File: config.mk
export PLATFORM = sky130hd
export DESIGN_NAME = cest_tracker
export DESIGN_NICKNAME = d
export VERILOG_FILES = /design/src/rtl/cest_pkg.sv /design/src/rtl/cest_state_decode.sv /design/src/rtl/cest_cause_encode.sv /design/src/rtl/cest_attrib.sv /design/src/rtl/cest_tracker.sv
export SDC_FILE = /design/constraint.sdc
export NUM_CORES = 1
export LEC_CHECK = 0
export CORE_UTILIZATION = 30
export DETAILED_ROUTE_END_ITERATION = 10
export HOLD_SLACK_MARGIN = 0.12
export PLACE_DENSITY = 0.64
export SETUP_SLACK_MARGIN = 0.1
export SYNTH_ARGS = -nofsm -noshare
export SYNTH_HDL_FRONTEND = slang
export SYNTH_SLANG_ARGS = --single-unit
File: constraint.sdc
create_clock -name clk -period 1.97 [get_ports clk]
set_input_delay 0.4925 -clock clk [delete_from_list [all_inputs] [get_ports clk]]
set_output_delay 0.4925 -clock clk [all_outputs]
set_load 0.005 [all_outputs]
File: src/rtl/cest_pkg.sv
// Shared types for the CAN fault-confinement tracker.
// Assumes an 8-bit error-flag byte whose top three bits report confinement
// and whose low five bits report protocol errors.
package cest_pkg;

    typedef enum logic [1:0] {
        FC_ACTIVE  = 2'd0,
        FC_WARNING = 2'd1,
        FC_PASSIVE = 2'd2,
        FC_BUSOFF  = 2'd3
    } fc_state_e;

    typedef enum logic [2:0] {
        CAUSE_NONE  = 3'd0,
        CAUSE_BIT   = 3'd1,
        CAUSE_FORM  = 3'd2,
        CAUSE_STUFF = 3'd3,
        CAUSE_CRC   = 3'd4,
        CAUSE_ACK   = 3'd5
    } cause_e;

    localparam int FLAG_W      = 8;
    localparam int PROTO_W     = 5;
    localparam int BIT_BUSOFF  = 7;
    localparam int BIT_TXPASS  = 6;
    localparam int BIT_RXPASS  = 5;

endpackage

File: src/rtl/cest_state_decode.sv
// Decides the confinement state from one flag sample.
// Purely combinational; priority: bus-off, passive, warning, active.
module cest_state_decode
    import cest_pkg::*;
(
    input  logic [FLAG_W-1:0] err_flags,
    input  logic              status_warn,
    output fc_state_e         next_state
);

    // Priority selection of the confinement state
    always_comb begin
        if (err_flags[BIT_BUSOFF])
            next_state = FC_BUSOFF;
        else if (err_flags[BIT_TXPASS] || err_flags[BIT_RXPASS])
            next_state = FC_PASSIVE;
        else if (status_warn)
            next_state = FC_WARNING;
        else
            next_state = FC_ACTIVE;
    end

endmodule

File: src/rtl/cest_cause_encode.sv
// Reduces the protocol-error flags to one cause code.
// Assumes flag positions: stuff=0, ack=1, crc=2, form=3, bit=4.
// The rank table lists flag positions from highest to lowest priority;
// the code of rank k is k+1.
module cest_cause_encode
    import cest_pkg::*;
(
    input  logic [PROTO_W-1:0] proto_flags,
    output logic               any_err,
    output logic [2:0]         code
);

    localparam int RANK [PROTO_W] = '{4, 3, 0, 2, 1};

    // Scan from lowest to highest priority so the highest set flag wins
    always_comb begin
        code = CAUSE_NONE;
        for (int k = PROTO_W - 1; k >= 0; k--) begin
            if (proto_flags[RANK[k]])
                code = 3'(k + 1);
        end
    end

    // Any protocol flag present
    assign any_err = |proto_flags;

endmodule

File: src/rtl/cest_attrib.sv
// Attributes a state change to the transmit and/or receive side by
// comparing the error counters; equal counters blame both sides.
module cest_attrib #(
    parameter int CNT_W = 8
) (
    input  logic [CNT_W-1:0] tec,
    input  logic [CNT_W-1:0] rec,
    output logic             tx_side,
    output logic             rx_side
);

    // Counter comparison for side attribution
    always_comb begin
        tx_side = (tec >= rec);
        rx_side = (tec <= rec);
    end

endmodule

File: src/rtl/cest_tracker.sv
// Fault-confinement tracker top. On each strobe it registers the decided
// state, a one-cycle change event with side attribution, an optional
// protocol cause and a snapshot of the counters. Entering bus-off without
// auto-restart halts updates and requests sleep until restart.
// Assumes the caller strobes only when all sampled inputs are coherent.
module cest_tracker
    import cest_pkg::*;
#(
    parameter int CNT_W = 8
) (
    input  logic              clk,
    input  logic              rst_n,
    input  logic              sample_stb,
    input  logic [7:0]        err_flags,
    input  logic              status_warn,
    input  logic [CNT_W-1:0]  tec,
    input  logic [CNT_W-1:0]  rec,
    input  logic              bus_err_irq,
    input  logic              berr_report_en,
    input  logic              auto_restart_en,
    input  logic              restart,
    output logic [1:0]        fc_state,
    output logic              sleep_req,
    output logic              evt_valid,
    output logic              evt_tx_side,
    output logic              evt_rx_side,
    output logic              cause_valid,
    output logic [2:0]        cause_code,
    output logic [CNT_W-1:0]  snap_tec,
    output logic [CNT_W-1:0]  snap_rec
);

    fc_state_e          state_q;
    fc_state_e          next_state;
    logic               halted_q;
    logic               tx_side, rx_side;
    logic               proto_any;
    logic [2:0]         proto_code;
    logic               accept;
    logic               changed;
    logic               halt_now;
    logic               report_now;

    cest_state_decode u_decode (
        .err_flags   (err_flags),
        .status_warn (status_warn),
        .next_state  (next_state)
    );

    cest_cause_encode u_cause (
        .proto_flags (err_flags[PROTO_W-1:0]),
        .any_err     (proto_any),
        .code        (proto_code)
    );

    cest_attrib #(.CNT_W(CNT_W)) u_attrib (
        .tec     (tec),
        .rec     (rec),
        .tx_side (tx_side),
        .rx_side (rx_side)
    );

    // Qualify the strobe and classify its consequences
    always_comb begin
        accept     = sample_stb && !halted_q && !restart;
        changed    = accept && (next_state != state_q);
        halt_now   = changed && (next_state == FC_BUSOFF) && !auto_restart_en;
        report_now = accept && !halt_now && bus_err_irq && berr_report_en && proto_any;
    end

    // State, halt and event registers
    always_ff @(posedge clk) begin
        if (!rst_n) begin
            state_q     <= FC_ACTIVE;
            halted_q    <= 1'b0;
            evt_valid   <= 1'b0;
            evt_tx_side <= 1'b0;
            evt_rx_side <= 1'b0;
            cause_valid <= 1'b0;
            cause_code  <= CAUSE_NONE;
            snap_tec    <= '0;
            snap_rec    <= '0;
        end else begin
            evt_valid   <= changed;
            evt_tx_side <= changed && tx_side;
            evt_rx_side <= changed && rx_side;
            cause_valid <= report_now;
            cause_code  <= report_now ? proto_code : CAUSE_NONE;
            if (restart) begin
                state_q  <= FC_ACTIVE;
                halted_q <= 1'b0;
            end else if (accept) begin
                state_q  <= next_state;
                snap_tec <= tec;
                snap_rec <= rec;
                if (halt_now)
                    halted_q <= 1'b1;
            end
        end
    end

    // Port views of internal state
    assign fc_state  = state_q;
    assign sleep_req = halted_q;

endmodule

==> flow_summary.toml, run 1 <==
[outcome]
status = "completed"

[power_and_ir_drop]
power.density_nw_per_um2 = 615.4
fin_total_pwr_mw = 1.236
ir_drop_mv = 0.3897
leakagePower_nw = 0.8122

[die]
die-area_sq_um = 4390
rows = 22
dieWidth_microns = 66.26
start_util_pct = 32.61
die_height_microns = 66.26
num_io_pins = 58
coreArea_sq_um = 3799

[hold_path]
hold_class = "reg -> reg"
holdPathStages = 2

[global_routing]
grt_use_total_pct = 14.49
grt_pass1_wl_microns = 4919
grt_start_max_net_pins = 18
antenna_found_initial = 0
grt_pass1_vias = 1132
grt-ovfl-total = 0

[critical_path]
cp-start-kind = "primary input"
worstSetupPathType = "in -> reg"
worst-r2r-cell-count = 4
arrival_ns = 2.01
cp_max_fo = 3
cp.required_ns = 2.19
end_kind = "register"

[route]
dr_total_vias = 1175
drt_wl_total_microns = 2971
drtPass1Iterations = 4
drtAntennaViolNets = 0
initialDrtViolationCount = 27
drc = 0
wire_per_inst_microns = 11.56
via_per_inst = 4.572

[synth]
yosysWarnings = 0
synth.net_count = 183
syn_area_per_cell_sq_um = 8.662
synth_top_area_share_pct = 42.02
seq_area_frac_synth_pct = 42.02
yosys-top-cells-area = "dfxtp_1 42%, nand2_1 10%, ha_1 8.1%, a21boi_1 6.1%, a21boi_2 5.5%"
yosysTopAreaCell = "dfxtp_1"
synth.distinct_cells = 29
netlist_area_sq_um = 1239
synth_cells = 143
ys_ff_latch = 26

[timing]
rsz0062_at_grt = "true"
setup_violations = 0
finalHoldViolations = 0
fin_crit_sh_pct = 90.78
skew_ns = 0.007943
period_needed_ns = 1.788
tightest_slew_ns = 0.3011
setup_slack_ns = 0.1817
finalSetupTns_ns = 0
fmax_ghz = 0.5592
slew_headroom_pct = 79.80
maxSlewViolCount = 0
hold_ws_ns = 0.4550

[clocking]
clock_tree.htree_level_count = 1
clkTransAtPathRegs_ns = 0.09
clkSinkCount = 26
cts_tree = "yes"
cts-root-buf = "clkbuf_8"
cts_buffers = 3
insertion_delay_ns = 0.28
clockBufferDepth = 2

[place]
dp_hpwl_microns = 2400
io_buffers = 57
gp_congestion = 0.7573
place_worst_setup_slack_ns = -0.2206

[final_layout]
nNetsFinal = 250
areaGrowthSynthToFinish_pct = 62.12
diodes = 0
final_util_pct = 52.87
layout-drive-gt1-share_pct = 12.92

[flow_run]
max_cap_viol_count = 0
==> worst max-delay path: stages <==
cell and delay [ns]:
clkdlybuf4s50_1 0.48, inv_1 0.05, ha_1 0.30, a21o_1 0.20
a211oi_2 0.25, o21ai_0 0.10, a21oi_1 0.14
==> routing by layer <==
layer / vias up / wire length, microns / GRT usage (%)
met5: - / 0 / 0
met4: 0 / 29 / 3.989
met3: 5 / 125 / 3.276
met2: 30 / 1481 / 25.00
met1: 524 / 1334 / 17.88
li1: 616 / - / -
==> flip-flops by register name, summed over array words and instances (netlist names) <==
register / count
evt_rx_side: 1
snap_tec: 8
cause_valid: 1
sleep_req: 1
evt_valid: 1
evt_tx_side: 1
snap_rec: 8
fc_state: 2
cause_code: 3
==> cell type report <==
class                   instances  area [sq um]
clock buffers                   3         41.29
clock inverters                 1         30.03
fillers                       371          1790
inverters                      11         41.29
multi-input cells             101         668.1
flip-flops and latches         26         520.5
well taps                      48         60.06
repair buffers                 67         646.9
==> what timing repair did <==
item                       in CTS  in global routing
setup buffers                   0                  0
gates resized for setup         1                  3
setup endpoints to repair       2                  5
pin swaps                       0                  0
hold buffers                    0                  0
==> placed cells by master, fill, tap and decap left out, drive strengths merged <==
master and instances:
nor2 7, inv 11, dlygate4sd2 1, dfxtp 26, dlymetal6s2s 1, a21oi 6, bufinv 1, buf 10
nand2b 1, or4 1, and4b 1, a22o 1, clkbuf 3, or2 1, a211o 1, or3b 2
a211oi 5, o211a 1, clkdlybuf4s50 55, nand2 34, nor2b 1, o21a 1, o21ba 1, a21boi 16
nor3 5, or3 1, nand4 2, a21o 1, nor3b 1, ha 8, o21ai 3
==> cells by family after synthesis <==
logic type               after synthesis  synth area share (%)
buffers and inverters                 16                 5.252
AO/OA/AOI/OAI                         36                 22.93
AND/OR/NAND/NOR                       57                 21.72
adder cells (fa/ha/maj)                8                 8.081
flip-flops                            26                 42.02
==> synth_stat cells (all sizes together) <==
cell	count
or4	1
nor3b	1
o211a	1
nor2b	1
nand4	2
clkbuf	4
a211o	1
o21a	1
inv	11
nand2b	1
nand2	34
dfxtp	26
and4b	1
or3b	2
nor3	5
a21boi	16
nor2	7
or3	1
or2	1
a21oi	6
a211oi	5
o21ai	3
o21ba	1
a21o	1
dlygate4sd1	1
a22o	1
ha	8
==> where the power goes <==
part	switching, mW	internal, mW
clock network	0.169	0.272
registers	0.0106	0.545
logic	0.0926	0.146
==> path summary, 6_finish.rpt <==
path,start,endpoint,slack [ns]
max,rec[2],evt_rx_side,0.18
min reg2reg,snap_rec[7],snap_rec[7],0.46
max reg2reg,fc_state[1],evt_tx_side,0.53
min,snap_rec[7],snap_rec[7],0.46
==> stage by stage <==
stage	instances	area, sq um
6_report	257	2008
5_1_grt	257	2008
4_1_cts	257	1996
3_5_place_dp	253	1926
3_3_place_gp	253	1926
2_1_floorplan	143	1239
No activity file was read; power rests on OpenSTA's default activity.
==> run 2: changes to the inputs <==
- SKIP_LAST_GASP: default -> 1
==> results of run 2 <==
No change in the layout: final DEF, timing and power equal those of run 1.
